File: config.mk
export PLATFORM = sky130hd
export DESIGN_NAME = pcc_mux_master
export DESIGN_NICKNAME = d
export VERILOG_FILES = /design/src/rtl/pcc_pkg.sv /design/src/rtl/pcc_win_decode.sv /design/src/rtl/pcc_beat_fsm.sv /design/src/rtl/pcc_rd_capture.sv /design/src/rtl/pcc_mux_master.sv
export SDC_FILE = /design/constraint.sdc
export NUM_CORES = 1
export LEC_CHECK = 0
export BUFFER_PORTS_ARGS = -buffer_cell sky130_fd_sc_hd__buf_2
export CORE_MARGIN = 5
export CORE_UTILIZATION = 55
export DETAILED_ROUTE_END_ITERATION = 8
export PLACE_DENSITY = 0.95
export SLEW_MARGIN = 10
export SYNTH_ARGS = -nofsm -noshare
export SYNTH_HDL_FRONTEND = slang
export SYNTH_SLANG_ARGS = --single-unit
File: constraint.sdc
create_clock -name clk -period 9 [get_ports clk]
set_clock_uncertainty 0.05 [all_clocks]
set_input_delay 0.45 -clock clk [delete_from_list [all_inputs] [get_ports clk]]
set_output_delay 0.45 -clock clk [all_outputs]
set_load 0.02 [all_outputs]
File: src/rtl/pcc_pkg.sv
package pcc_pkg;
  typedef enum logic [3:0] {
    ST_IDLE, ST_HDR, ST_ALO, ST_DHI, ST_DLO, ST_WAIT, ST_RHI, ST_RLO, ST_END
  } pcc_state_e;

  localparam logic [1:0] SPACE_REGS = 2'b11;
  localparam logic [1:0] SLOT_CODE  = 2'b11;
  localparam logic [1:0] SIZE_WORD  = 2'b11;
  localparam logic [1:0] SIZE_BYTE  = 2'b00;
endpackage

File: src/rtl/pcc_win_decode.sv
module pcc_win_decode #(
  parameter int NUM_DEV = 2,
  parameter int NIB_W = 4,
  parameter logic [NIB_W-1:0] BASE_NIB = 4'h4,
  localparam int DEV_W = (NUM_DEV > 1) ? $clog2(NUM_DEV) : 1
) (
  input  logic [NIB_W-1:0]   region,
  input  logic [NUM_DEV-1:0] en,
  output logic               hit,
  output logic [DEV_W-1:0]   dev
);
  logic [NUM_DEV-1:0] match;

  for (genvar g = 0; g < NUM_DEV; g++) begin : g_match
    localparam logic [NIB_W-1:0] MY_NIB = BASE_NIB + NIB_W'(g);
    assign match[g] = (region == MY_NIB);
  end

  always_comb begin
    hit = 1'b0;
    dev = '0;
    for (int i = 0; i < NUM_DEV; i++) begin
      if (match[i]) begin
        hit = en[i];
        dev = DEV_W'(i);
      end
    end
  end
endmodule

File: src/rtl/pcc_beat_fsm.sv
module pcc_beat_fsm
  import pcc_pkg::*;
(
  input  logic       clk,
  input  logic       rst_n,
  input  logic       accept,
  input  logic       hit,
  input  logic       is_write,
  input  logic       is_reg,
  input  logic       dev_ready,
  output pcc_state_e state
);
  pcc_state_e state_nxt;

  always_comb begin
    state_nxt = state;
    unique case (state)
      ST_IDLE: if (accept) state_nxt = hit ? ST_HDR : ST_END;
      ST_HDR:  state_nxt = ST_ALO;
      ST_ALO:  state_nxt = is_write ? ST_DHI : (is_reg ? ST_RHI : ST_WAIT);
      ST_DHI:  state_nxt = ST_DLO;
      ST_DLO:  state_nxt = ST_END;
      ST_WAIT: if (dev_ready) state_nxt = ST_RHI;
      ST_RHI:  state_nxt = ST_RLO;
      ST_RLO:  state_nxt = ST_END;
      ST_END:  state_nxt = ST_IDLE;
      default: state_nxt = ST_IDLE;
    endcase
  end

  always_ff @(posedge clk or negedge rst_n) begin
    if (!rst_n) state <= ST_IDLE;
    else        state <= state_nxt;
  end

  AST_WAIT_HOLDS: assert property (@(posedge clk) disable iff (!rst_n)
    (state == ST_WAIT && !dev_ready) |=> (state == ST_WAIT));
  AST_WRITE_TWO_BEATS: assert property (@(posedge clk) disable iff (!rst_n)
    (state == ST_DHI) |=> (state == ST_DLO));
endmodule

File: src/rtl/pcc_rd_capture.sv
module pcc_rd_capture #(
  parameter int BUS_W = 16,
  localparam int DATA_W = 2 * BUS_W
) (
  input  logic              clk,
  input  logic              rst_n,
  input  logic              clr,
  input  logic              cap_hi,
  input  logic              cap_lo,
  input  logic [BUS_W-1:0]  bus_in,
  output logic [DATA_W-1:0] rdata
);
  logic [BUS_W-1:0] hi_q, lo_q;

  always_ff @(posedge clk or negedge rst_n) begin
    if (!rst_n)            hi_q <= '0;
    else if (clr || cap_hi) hi_q <= clr ? '0 : bus_in;
  end

  always_ff @(posedge clk or negedge rst_n) begin
    if (!rst_n)            lo_q <= '0;
    else if (clr || cap_lo) lo_q <= clr ? '0 : bus_in;
  end

  assign rdata = {hi_q, lo_q};
endmodule

File: src/rtl/pcc_mux_master.sv
module pcc_mux_master
  import pcc_pkg::*;
#(
  parameter int ADDR_W  = 32,
  parameter int BUS_W   = 16,
  parameter int CARD_AW = 26,
  parameter int NUM_DEV = 2,
  parameter logic [3:0] BASE_NIB = 4'h4,
  localparam int DATA_W = 2 * BUS_W,
  localparam int HDR_W  = 6,
  localparam int HI_AW  = BUS_W - HDR_W,
  localparam int KEEP_W = CARD_AW + 2,
  localparam int DEV_W  = (NUM_DEV > 1) ? $clog2(NUM_DEV) : 1
) (
  input  logic               clk,
  input  logic               rst_n,
  input  logic               req_valid,
  output logic               req_ready,
  input  logic [ADDR_W-1:0]  req_addr,
  input  logic               req_word,
  input  logic               req_write,
  input  logic [DATA_W-1:0]  req_wdata,
  input  logic [NUM_DEV-1:0] win_en,
  output logic               bus_oe,
  output logic [BUS_W-1:0]   bus_out,
  input  logic [BUS_W-1:0]   bus_in,
  output logic [NUM_DEV-1:0] sel_n,
  output logic               xfer_type,
  input  logic [NUM_DEV-1:0] rdy,
  output logic               rsp_done,
  output logic [DATA_W-1:0]  rsp_rdata
);
  // reset: asserted asynchronously, released on the clock
  logic [1:0] rst_sync;
  logic       rst_q_n;
  always_ff @(posedge clk or negedge rst_n) begin
    if (!rst_n) rst_sync <= 2'b00;
    else        rst_sync <= {rst_sync[0], 1'b1};
  end
  assign rst_q_n = rst_sync[1];

  pcc_state_e          state;
  logic                accept, hit, busy, sel_act;
  logic [DEV_W-1:0]    dev_c, dev_q;
  logic [KEEP_W-1:0]   addr_q;
  logic                word_q, wr_q;
  logic [DATA_W-1:0]   wdata_q;
  logic [1:0]          space_q, size_q;

  assign req_ready = (state == ST_IDLE);
  assign accept    = req_ready && req_valid;

  pcc_win_decode #(.NUM_DEV(NUM_DEV), .NIB_W(4), .BASE_NIB(BASE_NIB)) u_dec (
    .region (req_addr[ADDR_W-1 -: 4]),
    .en     (win_en),
    .hit    (hit),
    .dev    (dev_c)
  );

  // request capture, enabled only on acceptance
  always_ff @(posedge clk or negedge rst_q_n) begin
    if (!rst_q_n) begin
      addr_q  <= '0;
      word_q  <= 1'b0;
      wr_q    <= 1'b0;
      wdata_q <= '0;
      dev_q   <= '0;
    end else if (accept) begin
      addr_q  <= req_addr[KEEP_W-1:0];
      word_q  <= req_word;
      wr_q    <= req_write;
      wdata_q <= req_wdata;
      dev_q   <= dev_c;
    end
  end

  assign space_q = addr_q[CARD_AW +: 2];
  assign size_q  = word_q ? SIZE_WORD : SIZE_BYTE;

  pcc_beat_fsm u_fsm (
    .clk       (clk),
    .rst_n     (rst_q_n),
    .accept    (accept),
    .hit       (hit),
    .is_write  (wr_q),
    .is_reg    (space_q == SPACE_REGS),
    .dev_ready (rdy[dev_q]),
    .state     (state)
  );

  pcc_rd_capture #(.BUS_W(BUS_W)) u_cap (
    .clk    (clk),
    .rst_n  (rst_q_n),
    .clr    (accept),
    .cap_hi (state == ST_RHI),
    .cap_lo (state == ST_RLO),
    .bus_in (bus_in),
    .rdata  (rsp_rdata)
  );

  assign busy = state inside {ST_HDR, ST_ALO, ST_DHI, ST_DLO, ST_WAIT, ST_RHI, ST_RLO};

  for (genvar g = 0; g < NUM_DEV; g++) begin : g_sel
    assign sel_n[g] = !(busy && (dev_q == DEV_W'(g)));
  end
  assign sel_act = ~&sel_n;

  always_comb begin
    bus_out = '0;
    bus_oe  = 1'b1;
    unique case (state)
      ST_HDR:  bus_out = {addr_q[CARD_AW-1 -: HI_AW], size_q, space_q, SLOT_CODE};
      ST_ALO:  bus_out = addr_q[BUS_W-1:0];
      ST_DHI:  bus_out = wdata_q[DATA_W-1 -: BUS_W];
      ST_DLO:  bus_out = wdata_q[BUS_W-1:0];
      default: bus_oe  = 1'b0;
    endcase
  end

  assign xfer_type = (state == ST_HDR) ? !wr_q : 1'b1;
  assign rsp_done  = (state == ST_END);

  AST_ONE_SELECT: assert property (@(posedge clk) disable iff (!rst_q_n)
    $onehot0(~sel_n));
  AST_DRIVE_UNDER_SELECT: assert property (@(posedge clk) disable iff (!rst_q_n)
    bus_oe |-> sel_act);
  AST_SECOND_BEAT_TYPE_HIGH: assert property (@(posedge clk) disable iff (!rst_q_n)
    (sel_act && $past(sel_act) && !$past(sel_act, 2)) |-> xfer_type);
  AST_DONE_SINGLE: assert property (@(posedge clk) disable iff (!rst_q_n)
    rsp_done |=> !rsp_done);
  AST_DONE_NO_SELECT: assert property (@(posedge clk) disable iff (!rst_q_n)
    rsp_done |-> !sel_act);
  AST_SELECT_GAP: assert property (@(posedge clk) disable iff (!rst_q_n)
    (!sel_act && $past(sel_act)) |=> !sel_act);
endmodule

# [Word-level counts from Yosys, hierarchy flattened]
# Index checks and enable logic that the tools add are counted.
[word_totals] regBits=101 inputBits=89 out_inout_bits=54 word_cells=53
[op_classes] order_cmp=1 n_eq_ne=13 n_mux=16 n_bitwise=1 reduce_logical=13
[ops] cell="case mux 16 bit (4 select lines)" count=1
[ops] cell="case mux 4 bit (7 select lines)" count=1
[ops] cell="equality test 4 x 3 -> 1 bit (second input constant)" count=6
[ops] cell="2-to-1 mux 16 bit" count=1
[ops] cell="2-to-1 mux 4 bit" count=4
[ops] cell="equality test 4 x 2 -> 1 bit (second input constant)" count=2
[ops] cell="2-to-1 mux 1 bit" count=7
[ops] cell="nonzero test 7 bit" count=1
[ops] cell="equality test 4 x 1 -> 1 bit (second input constant)" count=1
[ops] cell="equality test 4 bit (second input constant)" count=1
[ops] cell="logical NOT 4 bit" count=1
[ops] cell="2-to-1 mux 2 bit" count=2
[ops] cell="!= test 2 x 1 -> 1 bit (second input constant)" count=2
[ops] cell="OR reduction 4 bit" count=1
[ops] cell="logical AND 1 bit" count=3
[ops] cell="logical NOT 1 bit" count=3
[ops] cell="equality test 2 bit (second input constant)" count=1
[ops] cell="logical OR 1 bit" count=2
[ops] cell="< comparator 1 x 2 -> 1 bit (second input constant)" count=1
[ops] cell="AND reduction 2 bit" count=1
[ops] cell="OR reduction 2 bit" count=1
[ops] cell="NOT 1 bit" count=1

# [Logic depth before layout (Yosys ltp)]
# Gate-level depths: netlist (run 1).
[depth] word_depth=6 depth_mapped=7

# [Cells and area by module]
# A second synthesis (run 1) with hierarchy kept.
[unflattened] cells_unflattened=346 hier_area_um2=4777.1
[modules_own_cells] module="pcc_mux_master" n_inst=1 cells_per_inst=216 area_each_um2=3193.1
[modules_own_cells] module="pcc_rd_capture" n_inst=1 cells_per_inst=103 area_each_um2=1317.5
[modules_own_cells] module="pcc_beat_fsm" n_inst=1 cells_per_inst=24 area_each_um2=231.5
[modules_own_cells] module="pcc_win_decode" n_inst=1 cells_per_inst=3 area_each_um2=35.0

# [Worst setup path after synthesis (run 1)]
# No wires, ideal clock.
[synth_path] path_kind="register to output" startpoint="register u_fsm.state[0]" endpoint="output bus_out[13]" t_arrival_ps=1483 required_time_ps=8500 path_slack_ps=7017 stages_incl_launch_ff=7 n_path_buf=2 path_cell_list="dfrtp_1 -> buf_4 -> nand2b_1 -> nor3_4 -> buf_2 -> a22oi_1 -> nand2_1"
[synth_via] elab_chain_len=2 word_cells_on_any_way=5
[synth_lines] element="from (decl)" line_no="pcc_beat_fsm.sv:11" rtl="output pcc_state_e state"
[synth_lines] element="from (signal assigned)" line_no="pcc_beat_fsm.sv:33" rtl="else state <= state_nxt;"
[synth_lines] element="equality test 4 x 3 -> 1 bit, or another cell as far along" line_no="pcc_mux_master.sv:111" rtl="unique case (state)"
[synth_lines] element="case mux 16 bit (4 select lines) (*)" line_no="pcc_mux_master.sv:111"
[synth_lines] element="to (decl)" line_no="pcc_mux_master.sv:25" rtl="output logic [BUS_W-1:0] bus_out,"
# Mark *: on every way between the ends. The rest lies on a longest branch, timed or not.

# [Worst setup path after layout (run 1)]
[layout_path] startpoint="register u_fsm.state[3]" endpoint="output bus_out[5]"
# Same word-level chain as after synthesis.

==> summary.txt, run 1 <==
Timing
  • Final worst-path cycle share: 33.2%
  • Setup violations, final: 0
  • RSZ-0062 raised after global routing: no
  • Pins Over Slew Limit: 0
  • Slew headroom: 25.1%
  • Hold Slack: 215 ps
  • Final Critical Period: 2980 ps
  • Slew @ Worst Pin: 1120 ps
  • F_max: 335 MHz
  • Final count of hold timing violations: 0
  • Setup TNS: 0 ps

Clock tree
  • CTS Hold Bufs: 1
  • Worst skew pair latency: 370 ps
  • Clock transition at path regs: 110 ps
  • CTS tree: yes
  • Maximum root-to-sink buffer count: 2
  • CTS H-tree depth: 3
  • Post_cts resized: 0
  • Root buf cell: clkbuf_8
  • # Post-CTS Setup Buffers: 0
  • CTS sink cnt: 101
  • Total CTS buffers: 9

Critical path
  • Data required, critical path: 8500 ps
  • Critical path class: reg2out
  • Worst R2R Path Depth: 4
  • Critical Path AT: 2480 ps
  • Critical Path Fanout Max: 17
  • CP Launch Type: register
  • Worst Setup End Kind: output port

Synth
  • Yosys cell types: 33
  • Largest family of logic cells by synthesized area: simple AND/OR/NAND/NOR gates
  • YS warnings: 0
  • Post-synth EDFFs: 0
  • Synth Area in Adders: 0%
  • Net count after synthesis: 599
  • Fraction of registers with async set or reset after synthesis: 100%
  • Synth Area in Compound Gates: 10.0%
  • Xor/xnor share of the synthesized area: 0.198%
  • Mean Syn Cell Area: 8.68 um^2
  • Synth Area in Simple Gates: 28.6%
  • Main synth FF type: dfrtp_1
  • Cells after synthesis: 510
  • Seq/Total Area, Yosys: 57.1%
  • Seq cells post-synth: 101
  • Mapped Area: 4430 um^2
  • Mux cell area share after synthesis: 0.452%

Worst hold path
  • Hold-critical path depth: 3
  • Worst hold path class: in2reg

Floorplan
  • Io pins: 143
  • Die H: 99.7 um
  • Chip Width: 99.7 um
  • Initial Util: 57.0%
  • Core Region: 7770 um^2
  • Die ar.: 9950 um^2
  • Site Rows: 32

Cells and area
  • Fill cells: 629
  • Share of cells above drive strength 1: 26.7%
  • Number of antenna diodes: 0
  • Final #Nets: 727
  • Area grow syn2layout: 20.7%
  • FF/Latch Area: 2530 um^2
  • Multi-input logic area: 1740 um^2

Power and ir drop
  • Cell Int Power: 0.698 mW
  • P_sw: 0.291 mW
  • PD cells: 185 nW/um^2
  • Reg power frac: 57.0%
  • Worst-case vdd ir drop: 0.128 mV
  • LEAKAGE: 2.89 nW
  • Clock power frac: 29.0%
  • Net Sw Frac: 29.4%
  • Logic gate share of total power: 14.0%

Global routing
  • Gr usage total: 23.6%
  • First-pass GRT wire length: 18800 um
  • Initial antenna violation count: 0
  • Largest net degree at the start of global routing: 95
  • Vias in the first global route: 4001
  • Grt ovf: 0

Drt
  • Highest metal used: met4
  • First-pass detailed-route iteration total: 5
  • # DRC: 0
  • Post-route ant nets: 0
  • Routed wire length per instance: 15.4 um
  • Routed wire length on met3: 1060 um
  • Met1 Routed Length: 4370 um
  • Detailed Route Iter0 Violations: 220
  • Post-Route WL: 11500 um
  • Met2 wirelength from detailed routing: 5890 um
  • DR vias/cell: 5.34
  • Via Count: 3978

Place
  • Port bufs: 142
  • RePlAce Congestion: 0.867
  • Hpwl dp: 8220 um

Run status
  • Status: finished clean

Flow run
  • Max-Cap Viols: 0
-- area by class of cell --
cell class	count	share of cell area, %
Multi-Input combinational cell	380	32.6
Clock buffer	9	2.32
Tap cell	102	2.39
Sequential cell	101	47.4
Clock inverter	7	1.40
Timing Repair Buffer	146	13.9
-- stage by stage --
stage                     area (um^2)  util (%)  power, mW  setup slack, ps  cells
after floorplan                  4430         -      0.657             5930    510
final                            5350      68.8      0.989             6020    745
after global placement           5140      66.1      0.702             6510    728
after detailed placement         5140      66.1      0.711             6450    728
after CTS                        5350      68.8      0.995             6030    745
after global routing             5350      68.8       1.05             5830    745
-- layout by cell type (no fill, tap or decap), drive strengths merged --
cell / Yosys / layout
o21a: 1 / 1
inv: 0 / 1
nor3: 6 / 6
a211oi: 1 / 1
a21oi: 36 / 36
conb: 1 / 1
nor4b: 1 / 1
a221o: 1 / 1
clkbuf: 7 / 9
clkinvlp: 0 / 3
buf: 22 / 145
bufinv: 0 / 1
nand2: 274 / 274
nor2b: 2 / 2
or3: 1 / 1
xor2: 1 / 1
nand3b: 1 / 1
clkinv: 0 / 2
nor3b: 1 / 1
nor2: 7 / 7
nand3: 4 / 4
a221oi: 1 / 1
a22oi: 28 / 28
and2b: 1 / 1
dlygate4sd3: 0 / 1
o21ai: 2 / 2
dfrtp: 101 / 101
mux2i: 2 / 2
nor4: 1 / 1
and2: 2 / 2
or4bb: 1 / 1
a211o: 1 / 1
nand2b: 3 / 3
-- cell families after synthesis --
logic type | count (synthesis)
multiplexers | 2
AO/OA/AOI/OAI | 71
flip-flops | 101
other | 1
buffers and inverters | 29
AND/OR/NAND/NOR | 305
XOR/XNOR | 1
-- worst max-delay path, stage by stage (launching register included) --
cell      delay (ps)
dfrtp_1          580
nand2b_2         320
nor3_4           680
a22oi_1          220
nand3_1          140
buf_2            170
-- metal layers --
metal	global-route usage, %	up-vias
met1	29.5	1874
met3	5.96	15
met4	6.51	0
met2	40.6	198
li1	-	1891
met5	0	-
-- state kept, by name (all words and copies together), names as in the netlist --
name and flops:
wdata_q 32, addr_q 28, rst_sync 2, u_cap.lo_q 16, word_q 1, u_fsm.state 4
dev_q 1, wr_q 1, u_cap.hi_q 16
-- Yosys cell counts (all sizes together), types with 2 or more instances --
cell type,number,share of area [%]
a22oi,28,4.7
o21ai,2,0.23
nor3,6,1.3
and2,2,0.28
nand2,274,23
a21oi,36,4.1
dfrtp,101,57
nor2b,2,0.28
clkbuf,7,0.59
mux2i,2,0.45
nand3,4,0.45
buf,22,3.1
nor2,7,0.71
nand2b,3,0.48
-- power by group through the flow --
stage | Clock, mW | Sequential, mW | Combinational (mW)
2_1_floorplan | 0 | 0.558 | 0.0994
3_3_place_gp | 0 | 0.569 | 0.132
3_5_place_dp | 0 | 0.573 | 0.138
6_report | 0.287 | 0.564 | 0.138
5_1_grt | 0.316 | 0.573 | 0.161
4_1_cts | 0.292 | 0.564 | 0.139
-- path summary, 6_finish.rpt --
kind | slack [ps] | from | endpoint
setup / recovery | 6020 | u_fsm.state[3] | bus_out[5]
hold / removal | 220 | req_addr[1] | addr_q[1]
setup reg to reg | 6660 | u_fsm.state[1] | dev_q
hold reg to reg | 290 | rst_sync[1] | u_cap.lo_q[12]
max in group asynchronous | 7500 | rst_sync[1] | wdata_q[7]
min in group asynchronous | 290 | rst_sync[1] | u_cap.lo_q[12]
Power figures use the tool's default switching activity.
==> run 2: changes to the inputs <==
Settings changed: ABC_AREA set to 1, CORE_UTILIZATION 55 to 51, PLACE_DENSITY 0.95 to 0.9.
Clock period 9 ns to 3.1 ns, I/O delays scaled along.
==> run 2 against run 1 <==
Effect of this change:
- setup slack got worse by 5400 ps
- largest power group unchanged
- power rose to 5.0 times the previous value
- non-clock buffer count rose by 65
- hold slack got worse by 170 ps
- clock power rose to 2.9 times the previous value
==> summary.txt, run 2 <==
Floorplan
  • Core Region: 8720 um^2 (+12%)
  • Die H: 105 um (+4.8%)
  • Site Rows: 34 (+6.3%)
  • Chip Width: 105 um (+4.8%)
  • Initial Util: 52.3% (-4.8 points)
  • Die ar.: 10900 um^2 (+9.9%)
  • Io pins: 143 (unchanged)

Power and ir drop
  • Power, Total: 4.93 mW (+400%)
  • LEAKAGE: 3.31 nW (+15%)
  • Worst-case vdd ir drop: 0.397 mV (+210%)
  • PD cells: 810 nW/um^2 (+340%)

Global routing
  • Largest net degree at the start of global routing: 60 (-37%)
  • Top Usage Layer GRT: met2
  • GRT met3 Usage: 5.55% (-0.41 points)
  • First-pass GRT wire length: 22400 um (+19%)
  • Grt ovf: 0 (unchanged)
  • Gr usage total: 25.0% (+1.4 points)
  • Vias in the first global route: 4695 (+17%)
  • Initial antenna violation count: 0 (unchanged)
  • Met2 usage: 42.2% (+1.6 points)
  • Grt met1 use: 30.2% (+0.65 points)

Timing
  • Setup violations, final: 0 (unchanged)
  • Final count of hold timing violations: 0 (unchanged)
  • Setup TNS: 0 ps (unchanged)
  • Final Critical Period: 2530 ps
  • Slew @ Worst Pin: 768 ps (-351 ps)
  • Pins Over Slew Limit: 0 (unchanged)
  • Hold Slack: 46.2 ps (-169 ps)
  • Final worst-path cycle share: 81.7%
  • F_max: 395 MHz
  • Slew headroom: 48.7% (+24 points)
  • RSZ-0062 raised after global routing: no

Critical path
  • Reg2reg start: u_fsm.state[3]
  • Data required, critical path: 2890 ps (-5610 ps)
  • Critical path class: reg2out
  • Reg-to-reg endpoint: addr_q[9]
  • R2r setup slk: 830 ps (-5830 ps)
  • Worst Setup End Kind: output port
  • Worst R2R Path Depth: 8 (+4)
  • CP Launch Type: register
  • Critical Path Fanout Max: 19 (+2)
  • Critical Path AT: 2330 ps (-150 ps)

Clock tree
  • CTS tree: yes
  • Root buf cell: clkbuf_8
  • Clock transition at path regs: 90 ps (-20 ps)
  • CTS Hold Bufs: 63 (+62)
  • CTS sink cnt: 101 (unchanged)
  • Total CTS buffers: 9 (unchanged)
  • # Post-CTS Setup Buffers: 0 (unchanged)
  • Post_cts resized: 0 (unchanged)
  • CTS H-tree depth: 3 (unchanged)
  • Maximum root-to-sink buffer count: 2 (unchanged)
  • Worst skew pair latency: 350 ps (-20 ps)

Synth
  • Top-count cell post-synth: nand2_1
  • Synth top area cells: dfrtp_1 55%, nand2_1 25%, o21ai_2 6.1%, buf_6 2.2%, nand3_1 2.2%
  • Cells after synthesis: 542 (+6.3%)
  • YS warnings: 0 (unchanged)
  • Seq/Total Area, Yosys: 55.4% (-1.6 points)
  • Synth cell count leaders: 301 x nand2_1, 101 x dfrtp_1, 32 x o21ai_2, 20 x nand3_1, 16 x nand4_1
  • Post-synth EDFFs: 0 (unchanged)
  • Mean Syn Cell Area: 8.41 um^2 (-3.2%)
  • Mapped Area: 4560 um^2 (+2.9%)
  • Net count after synthesis: 631 (+5.3%)
  • Main synth FF type: dfrtp_1
  • Yosys cell types: 24 (-27%)
  • Seq cells post-synth: 101 (unchanged)
  • Cell taking the most area after synthesis: dfrtp_1
  • Top cell type's share of synthesized area: 55.4% (-1.6 points)
  • Fraction of registers with async set or reset after synthesis: 100% (unchanged)

Drt
  • Via Count: 4441 (+12%)
  • Routed wire length per instance: 15.7 um (+2.0%)
  • DR vias/cell: 5.21 (-2.4%)
  • First-pass detailed-route iteration total: 5 (unchanged)
  • Post-Route WL: 13400 um (+17%)
  • Detailed Route Iter0 Violations: 228 (+3.6%)
  • # DRC: 0 (unchanged)
  • Post-route ant nets: 0 (unchanged)

Cells and area
  • Commonest non-fill, non-tap cell in the layout: nand2_1
  • Most frequent cells in the layout: 301 x nand2_1, 142 x buf_2, 100 x dfrtp_1, 63 x dlygate4sd3_1, 32 x o21ai_2
  • Largest registers: wdata_q: 32 flops, addr_q: 28 flops
  • Share of cells above drive strength 1: 27.3% (+0.54 points)
  • Reg with most FFs: wdata_q
  • Number of antenna diodes: 0 (unchanged)
  • Max reg flops: 32 (unchanged)
  • Area grow syn2layout: 33.4%
  • Final #Nets: 828 (+14%)
  • Layout Cells excl Fill: 852 (+14%)

Worst hold path
  • Worst hold path class: in2async

Place
  • Hpwl dp: 8580 um (+4.4%)
  • RePlAce Congestion: 0.894 (+3.1%)
  • Port bufs: 142 (unchanged)
  • Dpl cells: 773 (+6.2%)

Run status
  • Status: finished clean

Flow run
  • Max-Cap Viols: 0 (unchanged)
-- run 2: cell count changes in the layout (fill, tap and decap cells not counted), sizes merged, moves of 16 or more --
| cell | change |
|---|---|
| a21oi | -33 |
| a22oi | -28 |
| dlygate4sd3 | +62 |
| inv | +17 |
| nand2 | +28 |
| nand3 | +16 |
| nand4 | +16 |
| o21ai | +37 |
-- run 2: critical path: stages, from the launching register on --
cell and delay (ps):
dfrtp_1 440, nor2_4 410, nand2_1 180, inv_1 460
nand2_1 170, nand4_1 130, buf_2 170
-- run 2: cell families after synthesis --
family	share of synthesized area, %
and+or+nand+nor	31.3
DFF	55.4
buffers and inverters	5.71
other	0.0823
AOI/OAI and AO/OA	7.41
-- run 2: metal layers --
metal	wire length (um)	part of all wire, %
met2	6740	50
met1	5000	37
met5	0	0
met3	1020	7.6
met4	611	4.6
-- run 2: layout make-up --
cell class,instances,area [um^2]
clock buffer,11,131
sequential,101,2530
inverter,18,68.8
timing repair buffer,211,1390
fill,646,2640
clock inverter,5,57.6
tap,108,135
multi-input combinational,398,1770
-- run 2: power breakdown --
group / total [mW] / switching, mW / internal, mW
combinational: 1.82 / 1.19 / 0.630
clock: 0.821 / 0.443 / 0.378
sequential: 2.29 / 0.375 / 1.91
total: 4.93 / 2.01 / 2.92
-- run 2: worst max path at each step --
stage              startpoint  slack [ps]          end  cells after the start
3_5_place_dp   u_fsm.state[3]         880  wdata_q[29]                      8
6_report       u_fsm.state[3]         570   bus_out[0]                      6
3_3_place_gp   u_fsm.state[3]         940  wdata_q[23]                      8
5_1_grt        u_fsm.state[3]         390   bus_out[2]                      6
4_1_cts        u_fsm.state[3]         550   bus_out[0]                      6
2_1_floorplan     rst_sync[1]          30    addr_q[0]                      0
-- run 2: metrics by stage --
stage          util, %  cell area [um^2]  worst slack [ps]
2_1_floorplan        -              4560              28.2
3_3_place_gp      60.3              5260               942
3_5_place_dp      60.3              5260               877
4_1_cts           69.7              6080               551
5_1_grt           69.7              6080               393
6_report          69.7              6080               568
==> run 3: changes to the inputs <==
Settings changed: ABC_AREA 1 to 0.
Clock period 3.1 ns to 2.5 ns, I/O delays scaled along.
==> run 3 against run 2 <==
Effect of this change:
- sequential share of layout area fell by 0.93 points
- setup slack worse by 420 ps
- die area down 2.6%
- via count rose by 1.8%
- critical endpoint is now bus_out[7]
- clock power grew 18%
==> summary.txt, run 3 (synthesis results as in run 1) <==
Power and ir drop
  • LEAKAGE: 3.27 nW (-1.3%)
  • PD cells: 586 nW/um^2 (-28%)
  • Cell Int Power: 2.54 mW (-13%)
  • Reg power frac: 55.7% (+9.3 points)
  • Net Sw Frac: 30.3% (-10 points)
  • Clock power frac: 26.6% (+9.9 points)
  • Worst-case vdd ir drop: 0.447 mV (+13%)
  • P_sw: 1.10 mW (-45%)
  • Logic gate share of total power: 17.7% (-19 points)

Worst hold path
  • Worst hold path class: in2reg

Cells and area
  • Final #Nets: 815 (-1.6%)
  • Largest registers: wdata_q: 32 flops, addr_q: 28 flops
  • Fill cells: 609 (-5.7%)
  • Post-route cell area: 6220 um^2 (+2.3%)
  • Share of cells above drive strength 1: 24.5% (-2.8 points)
  • Max reg flops: 32 (unchanged)
  • Area grow syn2layout: 40.5%
  • Reg with most FFs: wdata_q
  • Most frequent cells in the layout: 273 x nand2_1, 142 x buf_2, 99 x dfrtp_1, 82 x dlygate4sd3_1, 36 x a21oi_1
  • Commonest non-fill, non-tap cell in the layout: nand2_1

Timing
  • Setup TNS: 0 ps (unchanged)
  • Slew headroom: 53.4% (+4.7 points)
  • Final Critical Period: 2360 ps
  • RSZ-0062 raised after global routing: no
  • F_max: 425 MHz
  • Final worst-path cycle share: 94.2%
  • Worst setup margin: 145 ps (-423 ps)
  • Slew @ Worst Pin: 698 ps (-70.4 ps)
  • Final count of hold timing violations: 0 (unchanged)
  • Setup violations, final: 0 (unchanged)
  • Pins Over Slew Limit: 0 (unchanged)

Clock tree
  • Maximum root-to-sink buffer count: 2 (unchanged)
  • CTS sink cnt: 101 (unchanged)
  • Total CTS buffers: 9 (unchanged)
  • Worst skew pair latency: 360 ps (about the same)
  • Clock transition at path regs: 100 ps (about the same)
  • CTS tree: yes
  • Root buf cell: clkbuf_8
  • CTS H-tree depth: 3 (unchanged)
  • # Post-CTS Setup Buffers: 0 (unchanged)

Floorplan
  • Initial Util: 51.5% (-0.72 points)
  • Core Region: 8590 um^2 (-1.5%)
  • Site Rows: 34 (unchanged)
  • Chip Width: 103 um (-1.3%)
  • Die ar.: 10600 um^2 (-2.6%)
  • Die H: 103 um (-1.3%)
  • Io pins: 143 (unchanged)

Critical path
  • WP depth: 6 (unchanged)
  • Crit-path cells: and2b_1 -> nor3b_4 -> buf_4 -> a22oi_1 -> nand2_1 -> buf_2
  • Critical path class: reg2out
  • Data required, critical path: 2330 ps (-560 ps)
  • R2r setup slk: 480 ps (-350 ps)
  • Worst setup endpoint: bus_out[7]
  • Worst R2R Path Depth: 4 (-4)
  • Critical Path AT: 2180 ps (-150 ps)
  • CP bufs+invs: 2 (unchanged)
  • Worst Setup End Kind: output port
  • CP Launch Type: register
  • Reg2reg start: u_fsm.state[2]
  • Critical Path Fanout Max: 16 (-3)
  • Critical path origin: u_fsm.state[1]
  • CP top delay family: flip-flops
  • Reg-to-reg endpoint: u_cap.lo_q[7]
  • CP max stage delay: 650 ps (+190 ps)
  • Highest-delay cell along the critical path: dfrtp_1

Drt
  • First-pass detailed-route iteration total: 5 (unchanged)
  • Post-Route WL: 14300 um (+7.1%)
  • Post-route ant nets: 0 (unchanged)
  • Via Count: 4522 (+1.8%)
  • Routed wire length per instance: 17.1 um (+8.7%)
  • # DRC: 0 (unchanged)
  • Detailed Route Iter0 Violations: 300 (+32%)
  • DR vias/cell: 5.38 (+3.3%)

Flow run
  • Max-Cap Viols: 0 (unchanged)

Place
  • Setup Slack @ Placement: 503 ps (-374 ps)
  • RePlAce Congestion: 0.928 (+3.8%)
  • Port bufs: 142 (unchanged)
  • Area post-placement: 5220 um^2 (-0.76%)
  • Hpwl dp: 8270 um (-3.7%)

Run status
  • Status: finished clean

Global routing
  • Initial antenna violation count: 1 (+1)
  • First-pass GRT wire length: 22800 um (+1.7%)
  • Gr usage total: 27.9% (+2.9 points)
  • Largest net degree at the start of global routing: 64 (+6.7%)
  • Vias in the first global route: 4728 (+0.70%)
  • Grt ovf: 0 (unchanged)
run 3: changes by cell type in the layout (fill, tap and decap cells not counted), moves of 16 or more:
cell | previous run | this run
nand3_1 | 20 | 4
dlygate4sd3_1 | 63 | 82
a21oi_1 | 3 | 36
nand4_1 | 16 | 0
o21ai_2 | 32 | 0
nand2_1 | 301 | 273
a22oi_1 | 0 | 28
run 3: layout make-up:
| cell class | count | area [um^2] | area share, % |
|---|---|---|---|
| Tap cell | 108 | 135 | 2.17 |
| Timing Repair Buffer | 234 | 1630 | 26.2 |
| Multi-Input combinational cell | 380 | 1740 | 28.0 |
| Sequential cell | 101 | 2530 | 40.7 |
| Antenna cell | 1 | 2.50 | 0.0402 |
| Clock buffer | 11 | 141 | 2.27 |
| Clock inverter | 5 | 35.0 | 0.563 |
run 3: power by group through the flow:
stage	sequential (mW)	combinational (mW)	clock (mW)
after floorplan	2.01	0.358	0
after global placement	2.04	0.497	0
after detailed placement	2.05	0.520	0
after CTS	2.02	0.619	0.990
after global routing	2.06	0.720	1.05
final	2.03	0.646	0.970
run 3: worst min-delay path by stage:
| stage | startpoint | slack (ps) | to | cells past startpoint |
|---|---|---|---|---|
| global placement | rst_n | -140 | rst_sync[0] | 1 |
| detailed placement | rst_n | -140 | rst_sync[1] | 1 |
| finish | req_valid | 40 | dev_q | 4 |
| floorplan | rst_n | -220 | rst_sync[0] | 0 |
| CTS | req_valid | 20 | dev_q | 4 |
| global route | req_valid | 100 | dev_q | 4 |
run 3: layer usage:
layer | share of wire, % | wire, um | track usage, %
met5 | 0 | 0 | 0
met4 | 4.9 | 707 | 15.9
met3 | 8.0 | 1150 | 4.76
met2 | 51 | 7250 | 48.1
met1 | 36 | 5220 | 32.9
run 3: what timing repair did:
action                                  in CTS  in global routing
endpoints found under the setup margin       0                  1
endpoints found under the hold margin       97                  0
gates resized for setup                      0                  1
hold buffers                                82                  0
run 3: stage by stage:
stage,power [mW],hold slack [ps],util (%),std cells
floorplan,2.37,-221,-,510
global placement,2.53,-139,60.8,741
detailed placement,2.57,-136,60.8,741
CTS,3.63,22.6,72.4,839
global route,3.83,96.8,72.4,840
finish,3.64,45.0,72.4,840
run 3: worst register-to-register path, cell delays in order, from the launching register on:
cell     delay [ps]
dfrtp_1         710
nor2b_1         280
nand3_1         520
nand2_1         250
a21oi_1          90
